===== src/rtl/pvu_pkg.sv =====
`timescale 1ns/1ps
package pvu_pkg;
  localparam int CW    = 9;
  localparam int AXES  = 3;
  localparam int NWP   = 4;
  localparam int WPW   = CW * AXES;
  localparam int WPSW  = NWP * WPW;
  localparam int COSTW = 32;
  localparam int CHW   = WPSW + COSTW;
  localparam int OFSW  = 4;
  localparam int RNDW  = 32;
  localparam int OPW   = 4;
  localparam int IDXW  = $clog2(NWP);
  localparam int SPLW  = $clog2(NWP + 1);

  typedef logic [CW-1:0]  coord_t;
  typedef logic [WPW-1:0] wp_t;

  typedef enum logic [2:0] {
    OP_XOVER, OP_SWAP, OP_DELETE, OP_GLOBAL, OP_LOCAL
  } op_kind_e;

  function automatic op_kind_e decode_op(input logic [OPW-1:0] code);
    case (code)
      4'd12:   return OP_SWAP;
      4'd13:   return OP_DELETE;
      4'd14:   return OP_GLOBAL;
      4'd15:   return OP_LOCAL;
      default: return OP_XOVER;
    endcase
  endfunction

  // floor of the mean of two coordinates
  function automatic coord_t mid_coord(input coord_t p, input coord_t n);
    logic [CW:0] sum;
    sum = {1'b0, p} + {1'b0, n};
    return sum[CW:1];
  endfunction

  // signed offset added with clamping to the coordinate range
  function automatic coord_t nudge_coord(input coord_t c, input logic [OFSW-1:0] off);
    logic signed [CW+1:0] sum;
    sum = $signed({2'b00, c}) + $signed({{(CW+2-OFSW){off[OFSW-1]}}, off});
    if (sum < 0)
      return '0;
    else if (sum > $signed({2'b00, {CW{1'b1}}}))
      return '1;
    else
      return sum[CW-1:0];
  endfunction
endpackage


===== src/rtl/pvu_timer.sv =====
`timescale 1ns/1ps
module pvu_timer #(
  parameter int LATENCY = 4
) (
  input  logic clk,
  input  logic rst_n,
  input  logic start,
  output logic busy,
  output logic accept,
  output logic finish
);
  localparam int CNTW = $clog2(LATENCY + 1);

  logic [CNTW-1:0] cnt;

  assign accept = start & ~busy;
  assign finish = busy & (cnt == CNTW'(1));

  always_ff @(posedge clk or negedge rst_n) begin
    if (!rst_n) begin
      busy <= 1'b0;
      cnt  <= '0;
    end else if (accept) begin
      busy <= 1'b1;
      cnt  <= CNTW'(LATENCY);
    end else if (finish) begin
      busy <= 1'b0;
      cnt  <= '0;
    end else if (busy) begin
      cnt  <= cnt - CNTW'(1);
    end
  end

  // the countdown stays inside its window while a job runs
  p_cnt_window_r2: assert property (@(posedge clk) disable iff (!rst_n)
    busy |-> (cnt != '0) && (cnt <= CNTW'(LATENCY)));

  // a start seen while busy does not reload the countdown
  p_no_reload_r3: assert property (@(posedge clk) disable iff (!rst_n)
    (busy && !finish) |=> (cnt == $past(cnt) - CNTW'(1)));
endmodule


===== src/rtl/pvu_crossover.sv =====
`timescale 1ns/1ps
module pvu_crossover
  import pvu_pkg::*;
(
  input  logic [WPSW-1:0] pa,
  input  logic [WPSW-1:0] pb,
  input  logic [SPLW-1:0] split_raw,
  output logic [WPSW-1:0] xa,
  output logic [WPSW-1:0] xb
);
  logic [SPLW-1:0] split_eff;

  assign split_eff = (split_raw > SPLW'(NWP)) ? SPLW'(NWP) : split_raw;

  for (genvar i = 0; i < NWP; i++) begin : g_wp
    logic keep;
    assign keep = (SPLW'(i) < split_eff);
    assign xa[i*WPW +: WPW] = keep ? pa[i*WPW +: WPW] : pb[i*WPW +: WPW];
    assign xb[i*WPW +: WPW] = keep ? pb[i*WPW +: WPW] : pa[i*WPW +: WPW];
  end
endmodule


===== src/rtl/pvu_mutator.sv =====
`timescale 1ns/1ps
module pvu_mutator
  import pvu_pkg::*;
(
  input  logic [WPSW-1:0] pa,
  input  wp_t             wp_start,
  input  wp_t             wp_end,
  input  op_kind_e        kind,
  input  logic [RNDW-1:0] rnd,
  output logic [WPSW-1:0] ma
);
  logic [IDXW-1:0] tgt, sw1, sw2;
  wp_t             fresh;
  logic            unused_rnd;

  assign tgt        = rnd[RNDW-1 -: IDXW];
  assign sw1        = rnd[IDXW-1:0];
  assign sw2        = rnd[2*IDXW-1:IDXW];
  assign fresh      = rnd[WPW-1:0];
  assign unused_rnd = ^rnd[RNDW-IDXW-1:WPW];

  for (genvar i = 0; i < NWP; i++) begin : g_wp
    wp_t own, prev, next, mid, nudged, swapped, hit;
    logic is_tgt;

    assign own    = pa[i*WPW +: WPW];
    assign is_tgt = (tgt == IDXW'(i));

    if (i == 0) begin : g_first
      assign prev = wp_start;
    end else begin : g_prev
      assign prev = pa[(i-1)*WPW +: WPW];
    end
    if (i == NWP-1) begin : g_last
      assign next = wp_end;
    end else begin : g_next
      assign next = pa[(i+1)*WPW +: WPW];
    end

    for (genvar a = 0; a < AXES; a++) begin : g_ax
      assign mid[a*CW +: CW]    = mid_coord(prev[a*CW +: CW], next[a*CW +: CW]);
      assign nudged[a*CW +: CW] = nudge_coord(own[a*CW +: CW], rnd[a*OFSW +: OFSW]);
    end

    assign swapped = (sw1 == IDXW'(i)) ? pa[sw2*WPW +: WPW] :
                     (sw2 == IDXW'(i)) ? pa[sw1*WPW +: WPW] : own;

    always_comb begin
      case (kind)
        OP_SWAP:   hit = swapped;
        OP_DELETE: hit = is_tgt ? mid    : own;
        OP_GLOBAL: hit = is_tgt ? fresh  : own;
        OP_LOCAL:  hit = is_tgt ? nudged : own;
        default:   hit = own;
      endcase
    end
    assign ma[i*WPW +: WPW] = hit;
  end
endmodule


===== src/rtl/path_variation_unit.sv =====
`timescale 1ns/1ps
module path_variation_unit
  import pvu_pkg::*;
#(
  parameter int LATENCY = 4
) (
  input  logic             clk,
  input  logic             rst_n,
  input  logic             start,
  input  logic [OPW-1:0]   op_code,
  input  logic [RNDW-1:0]  rnd_word,
  input  logic [WPW-1:0]   wp_start,
  input  logic [WPW-1:0]   wp_end,
  input  logic [CHW-1:0]   parent_a,
  input  logic [CHW-1:0]   parent_b,
  output logic             done,
  output logic [CHW-1:0]   child_a,
  output logic [CHW-1:0]   child_b
);
  localparam int AGEW = $clog2(LATENCY + 2);

  logic            busy, accept, finish;
  logic [OPW-1:0]  op_q;
  logic [RNDW-1:0] rnd_q;
  logic [WPSW-1:0] pa_q, pb_q;
  wp_t             s_q, e_q;
  op_kind_e        kind_q;
  logic [WPSW-1:0] xa, xb, ma, res_a, res_b;
  logic            unused_cost;

  assign unused_cost = ^{parent_a[CHW-1:WPSW], parent_b[CHW-1:WPSW]};

  pvu_timer #(.LATENCY(LATENCY)) u_timer (
    .clk(clk), .rst_n(rst_n), .start(start),
    .busy(busy), .accept(accept), .finish(finish)
  );

  always_ff @(posedge clk or negedge rst_n) begin
    if (!rst_n) begin
      op_q  <= '0;
      rnd_q <= '0;
      pa_q  <= '0;
      pb_q  <= '0;
      s_q   <= '0;
      e_q   <= '0;
    end else if (accept) begin
      op_q  <= op_code;
      rnd_q <= rnd_word;
      pa_q  <= parent_a[WPSW-1:0];
      pb_q  <= parent_b[WPSW-1:0];
      s_q   <= wp_start;
      e_q   <= wp_end;
    end
  end

  assign kind_q = decode_op(op_q);

  pvu_crossover u_xover (
    .pa(pa_q), .pb(pb_q), .split_raw(rnd_q[SPLW-1:0]), .xa(xa), .xb(xb)
  );

  pvu_mutator u_mut (
    .pa(pa_q), .wp_start(s_q), .wp_end(e_q), .kind(kind_q), .rnd(rnd_q), .ma(ma)
  );

  assign res_a = (kind_q == OP_XOVER) ? xa : ma;
  assign res_b = (kind_q == OP_XOVER) ? xb : pb_q;

  always_ff @(posedge clk or negedge rst_n) begin
    if (!rst_n) begin
      done    <= 1'b0;
      child_a <= '0;
      child_b <= '0;
    end else begin
      done <= finish;
      if (finish) begin
        child_a <= {{COSTW{1'b1}}, res_a};
        child_b <= {{COSTW{1'b1}}, res_b};
      end
    end
  end

  // checker: cycles since the accepting edge
  logic [AGEW-1:0] chk_age;
  always_ff @(posedge clk or negedge rst_n) begin
    if (!rst_n)      chk_age <= '0;
    else if (accept) chk_age <= AGEW'(1);
    else if (busy)   chk_age <= chk_age + AGEW'(1);
  end

  p_done_latency_r2: assert property (@(posedge clk) disable iff (!rst_n)
    done |-> (chk_age == AGEW'(LATENCY + 1)));

  p_done_pulse_r2: assert property (@(posedge clk) disable iff (!rst_n)
    done |=> !done);

  p_done_idle_r2: assert property (@(posedge clk) disable iff (!rst_n)
    done |-> !busy);

  p_hold_operands_r3: assert property (@(posedge clk) disable iff (!rst_n)
    busy |=> ($stable(rnd_q) && $stable(op_q) && $stable(pa_q) && $stable(pb_q)));

  p_cost_mark_r12: assert property (@(posedge clk) disable iff (!rst_n)
    $rose(done) |-> (&child_a[CHW-1:WPSW]) && (&child_b[CHW-1:WPSW]));

  for (genvar i = 0; i < NWP; i++) begin : g_chk
    p_xover_pairs_r6: assert property (@(posedge clk) disable iff (!rst_n)
      (finish && kind_q == OP_XOVER) |->
        ((xa[i*WPW +: WPW] == pa_q[i*WPW +: WPW] && xb[i*WPW +: WPW] == pb_q[i*WPW +: WPW]) ||
         (xa[i*WPW +: WPW] == pb_q[i*WPW +: WPW] && xb[i*WPW +: WPW] == pa_q[i*WPW +: WPW])));

    p_mut_untouched_r11: assert property (@(posedge clk) disable iff (!rst_n)
      (finish && (kind_q == OP_DELETE || kind_q == OP_GLOBAL || kind_q == OP_LOCAL) &&
       rnd_q[RNDW-1 -: IDXW] != IDXW'(i)) |->
        (ma[i*WPW +: WPW] == pa_q[i*WPW +: WPW]));
  end
endmodule


===== config.mk =====
export PLATFORM = sky130hd
export DESIGN_NAME = path_variation_unit
export DESIGN_NICKNAME = d
export VERILOG_FILES = /design/src/rtl/pvu_pkg.sv /design/src/rtl/pvu_timer.sv /design/src/rtl/pvu_crossover.sv /design/src/rtl/pvu_mutator.sv /design/src/rtl/path_variation_unit.sv
export SDC_FILE = /design/constraint.sdc
export NUM_CORES = 2
export LEC_CHECK = 0
export BUFFER_PORTS_ARGS = -buffer_cell sky130_fd_sc_hd__buf_4
export CORE_MARGIN = 2
export CORE_UTILIZATION = 35
export CTS_CLUSTER_DIAMETER = 80
export DETAILED_ROUTE_END_ITERATION = 8
export HOLD_SLACK_MARGIN = 0.1
export MAX_ROUTING_LAYER = met4
export SYNTH_ARGS = -nofsm -noshare
export SYNTH_HDL_FRONTEND = slang
export SYNTH_SLANG_ARGS = --single-unit

===== constraint.sdc =====
create_clock -name clk -period 4.35 [get_ports clk]
set_input_delay 0 -clock clk [delete_from_list [all_inputs] [get_ports clk]]
set_output_delay 0 -clock clk [all_outputs]
set_load 0.005 [all_outputs]

==> impl_metrics.json <==
{
  "mappedNetlistArea_um2": 40600,
  "finalHoldViolations": 0,
  "clockBufferDepth": 3,
  "buffer_ports.inserted": 586,
  "power_mw": 53.1,
  "number_of_global_route_vias_before_repair": 41654,
  "final_design_area_no_fill_um2": 54000,
  "mappedNetlistNets": 5317,
  "place_worst_setup_slack_ns": 0.781,
  "grt_max_degree": 172,
  "area_taken_by_multi_input_logic_gates_um2": 25200,
  "post_route_cells_drive_above_1_share": 0.240,
  "grt_first_pass_wirelength_mm": 300,
  "detail_route.iter0.violations": 5384,
  "fmax_mhz": 272,
  "cts.sink_count": 525,
  "timing.critical_path.mode_cell": "sky130_fd_sc_hd__a21oi_1",
  "numPlacedInstances": 6657,
  "regArea_um2": 13200,
  "worstPathCellList": "clkinv_1 > fa_1 > nand2b_1 > a21oi_1 > o21ai_1 > a21oi_1 > xnor2_1 > a211oi_1 > a2111oi_0 > nor2_1",
  "die_footprint_um2": 119000,
  "post-route-period-util": 0.845,
  "cts_tree": "built",
  "overall_fraction_of_global_route_tracks_in_use": 0.358,
  "finalMaxSlewViolations": 0,
  "worst_pin_slew_ns": 1.14,
  "synth_enable_flop_cells": 0,
  "placement_rows": 124,
  "powerDensity_nw_per_um2": 984,
  "timing.final.ws_setup_ns": 0.675,
  "worstPathMaxFanout": 8,
  "synth-async-reset-ratio": 1.00,
  "routed-via-count": 44059,
  "run_status": "completed",
  "critPathRequiredTime_ns": 4.89,
  "n_fill_cell": 10909,
  "cts_buffers": 73,
  "relSlewSlack": 0.243,
  "nets": 6271,
  "timing.critical_path.slowest_cell_delay_ns": 0.67,
  "ctsRootBufferMaster": "sky130_fd_sc_hd__clkbuf_16",
  "firstDrtPassIters": 8,
  "placeableCoreArea_um2": 115000,
  "global_route.overflow_total": 0,
  "timing.setup.critical_path_class": "reg -> reg",
  "syn-mean-instance-area_um2": 8.63,
  "start_util": 0.354,
  "layout-area-overhead-vs-synth_pct": 33.0,
  "gp_congestion": 1.05,
  "arrival_ns": 4.21,
  "die_h_um": 344,
  "grt_antenna_before_repair": 9,
  "post-dp-hpwl_mm": 154,
  "finalCoreUtilization": 0.471,
  "synthesis.yosys.warnings": 0,
  "start_kind": "flop",
  "postSynthCellCount": 4702,
  "max_cap_violations": 0,
  "final-setup-viol-count": 0,
  "via_per_inst": 6.09,
  "postCtsSetupRepairBufs": 0,
  "htreeDepth": 3,
  "fin_tns_setup_ns": 0,
  "place_area_um2": 47100,
  "io_pins": 654,
  "antenna_left": 0,
  "cell_family_with_the_largest_share_of_critical_path_delay": "compound AO/OA/AOI/OAI gates",
  "wl_mm": 213,
  "cpMaxStageDelayCell": "sky130_fd_sc_hd__fa_1",
  "fin_skew_ns": 0.0256,
  "min_period_ns": 3.67,
  "power.ir.vdd_worst_mv": 0.457,
  "die_w_um": 344,
  "ys_dominant_reg_cell": "sky130_fd_sc_hd__dfrtp_1",
  "hp-class": "in -> reg",
  "power.static_leakage_nw": 22.9,
  "drt_drc_violations_left": 0,
  "routedWlPerCell_um": 29.4,
  "synth_cell_type_count": 109,
  "instances_no_fill": 7231,
  "timing.critical_path.to_type": "flop",
  "ys_ff_latch": 525,
  "worstSkewPairLatency_ns": 0.67,
  "critical_path_buf_inv_count": 1,
  "cts.clk_slew.worst_paths_ns": 0.06,
  "grt_setup_unrepaired": "false",
  "seq_area_frac_synth": 0.324,
  "timing.hold.ws_ns": 0.120,
  "post_cts_resize_count": 0
}
## synth_stat cells, types with 19 or more instances
cell type	instances	area share
sky130_fd_sc_hd__a221oi_1	24	0.0052
sky130_fd_sc_hd__o221ai_1	65	0.014
sky130_fd_sc_hd__ha_1	218	0.067
sky130_fd_sc_hd__and2_1	21	0.0032
sky130_fd_sc_hd__nor2_1	436	0.040
sky130_fd_sc_hd__a22oi_1	19	0.0035
sky130_fd_sc_hd__mux2i_1	103	0.025
sky130_fd_sc_hd__buf_2	85	0.010
sky130_fd_sc_hd__fa_1	24	0.012
sky130_fd_sc_hd__inv_1	82	0.0076
sky130_fd_sc_hd__a31oi_1	178	0.027
sky130_fd_sc_hd__mux4_2	44	0.024
sky130_fd_sc_hd__a21o_1	41	0.0076
sky130_fd_sc_hd__nand2_1	612	0.057
sky130_fd_sc_hd__o21ai_0	371	0.046
sky130_fd_sc_hd__xor2_1	43	0.0093
sky130_fd_sc_hd__buf_1	29	0.0027
sky130_fd_sc_hd__buf_4	77	0.014
sky130_fd_sc_hd__xnor2_1	93	0.020
sky130_fd_sc_hd__nor2b_1	38	0.0059
sky130_fd_sc_hd__dfrtp_1	525	0.32
sky130_fd_sc_hd__a21oi_1	339	0.042
sky130_fd_sc_hd__o22ai_1	48	0.0074
sky130_fd_sc_hd__a211oi_1	65	0.012
sky130_fd_sc_hd__nor3_1	66	0.0081
sky130_fd_sc_hd__nand3_1	71	0.0088
sky130_fd_sc_hd__o211ai_1	78	0.014
sky130_fd_sc_hd__clkbuf_1	197	0.018
sky130_fd_sc_hd__nand2b_1	51	0.0079
sky130_fd_sc_hd__o21a_1	39	0.0072
sky130_fd_sc_hd__mux2_2	286	0.079
sky130_fd_sc_hd__or3_1	19	0.0029
sky130_fd_sc_hd__nor4_1	19	0.0029
## cell usage in the layout, fill, tap and decap left out, types with 66 or more instances in the layout
cell | synthesis | routed
sky130_fd_sc_hd__mux2i_1 | 103 | 103
sky130_fd_sc_hd__mux2_2 | 286 | 286
sky130_fd_sc_hd__dlygate4sd3_1 | 0 | 435
sky130_fd_sc_hd__buf_4 | 77 | 823
sky130_fd_sc_hd__xnor2_1 | 93 | 93
sky130_fd_sc_hd__a21oi_1 | 339 | 339
sky130_fd_sc_hd__nand3_1 | 71 | 69
sky130_fd_sc_hd__dfrtp_1 | 525 | 519
sky130_fd_sc_hd__ha_1 | 218 | 218
sky130_fd_sc_hd__clkbuf_16 | 0 | 74
sky130_fd_sc_hd__nand2_1 | 612 | 611
sky130_fd_sc_hd__nor2_1 | 436 | 430
sky130_fd_sc_hd__inv_1 | 82 | 82
sky130_fd_sc_hd__a31oi_1 | 178 | 178
sky130_fd_sc_hd__o211ai_1 | 78 | 78
sky130_fd_sc_hd__nor3_1 | 66 | 66
sky130_fd_sc_hd__o21ai_0 | 371 | 371
## metal layers
| metal | GRT usage | wire [um] | vias to the layer above |
|---|---|---|---|
| met5 | - | 0 | - |
| met1 | 0.467 | 86800 | 21521 |
| li1 | - | - | 19098 |
| met3 | 0.0804 | 22700 | 629 |
| met2 | 0.514 | 90100 | 2811 |
| met4 | 0.189 | 13100 | 0 |
## what timing repair did
| action | 4_1_cts | 5_1_grt |
|---|---|---|
| endpoints found under the hold margin | 632 | 0 |
| hold buffers | 436 | 0 |
| endpoints found under the setup margin | 0 | 0 |
## tightest hold or removal path, stage by stage
cell,delay (ns)
sky130_fd_sc_hd__dlygate4sd3_1,0.53
sky130_fd_sc_hd__buf_4,0.09
sky130_fd_sc_hd__mux2_2,0.12
## final cells by class
type | count | area share
Clock buffer | 96 | 0.0371
Tap cell | 1512 | 0.0351
Antenna cell | 9 | 0.000417
Inverter | 86 | 0.00612
Multi-Input combinational cell | 3694 | 0.467
Timing Repair Buffer | 1276 | 0.202
Sequential cell | 525 | 0.244
Clock inverter | 33 | 0.00837
## power by group
part	internal, mW	leakage [nW]	switching (mW)
Combinational	13.8	15.6	21.0
Sequential	7.36	6.17	4.65
Clock	3.75	1.19	2.51
Total	24.9	22.9	28.2
## worst paths after layout
| path | startpoint | end | slack [ns] | depth (start not counted) |
|---|---|---|---|---|
| setup / recovery | rnd_q[1]$_DFFE_PN0P_ | child_a[28]$_DFFE_PN0P_ | 0.68 | 10 |
| hold / removal | rnd_word[20] | rnd_q[20]$_DFFE_PN0P_ | 0.12 | 3 |
| setup reg to reg | rnd_q[1]$_DFFE_PN0P_ | child_a[28]$_DFFE_PN0P_ | 0.68 | 10 |
| hold reg to reg | u_timer.cnt[1]$_DFFE_PN0P_ | u_timer.cnt[1]$_DFFE_PN0P_ | 0.49 | 2 |
| max in group asynchronous | rst_n | child_a[32]$_DFFE_PN0P_ | 3.58 | 3 |
| min in group asynchronous | rst_n | child_a[83]$_DFFE_PN0P_ | 0.14 | 3 |
## registers in the layout, indices dropped and copies added (netlist names)
signal and flops:
child_a 109, s_q 27, pa_q 108, op_q 4, rnd_q 29, child_b 108
done 1, pb_q 108, u_timer.busy 1, e_q 27, u_timer.cnt 3
## cell families after synthesis
logic type                 after synthesis  synth area share
AOI/OAI and AO/OA                     1479             0.233
xor gates and xnor gates               138            0.0302
adders and majority gates              242            0.0791
buffers and inverters                  483            0.0561
and+or+nand+nor                       1401             0.148
muxes                                  434             0.130
DFF                                    525             0.324
No activity file was read; power rests on OpenSTA's default activity.
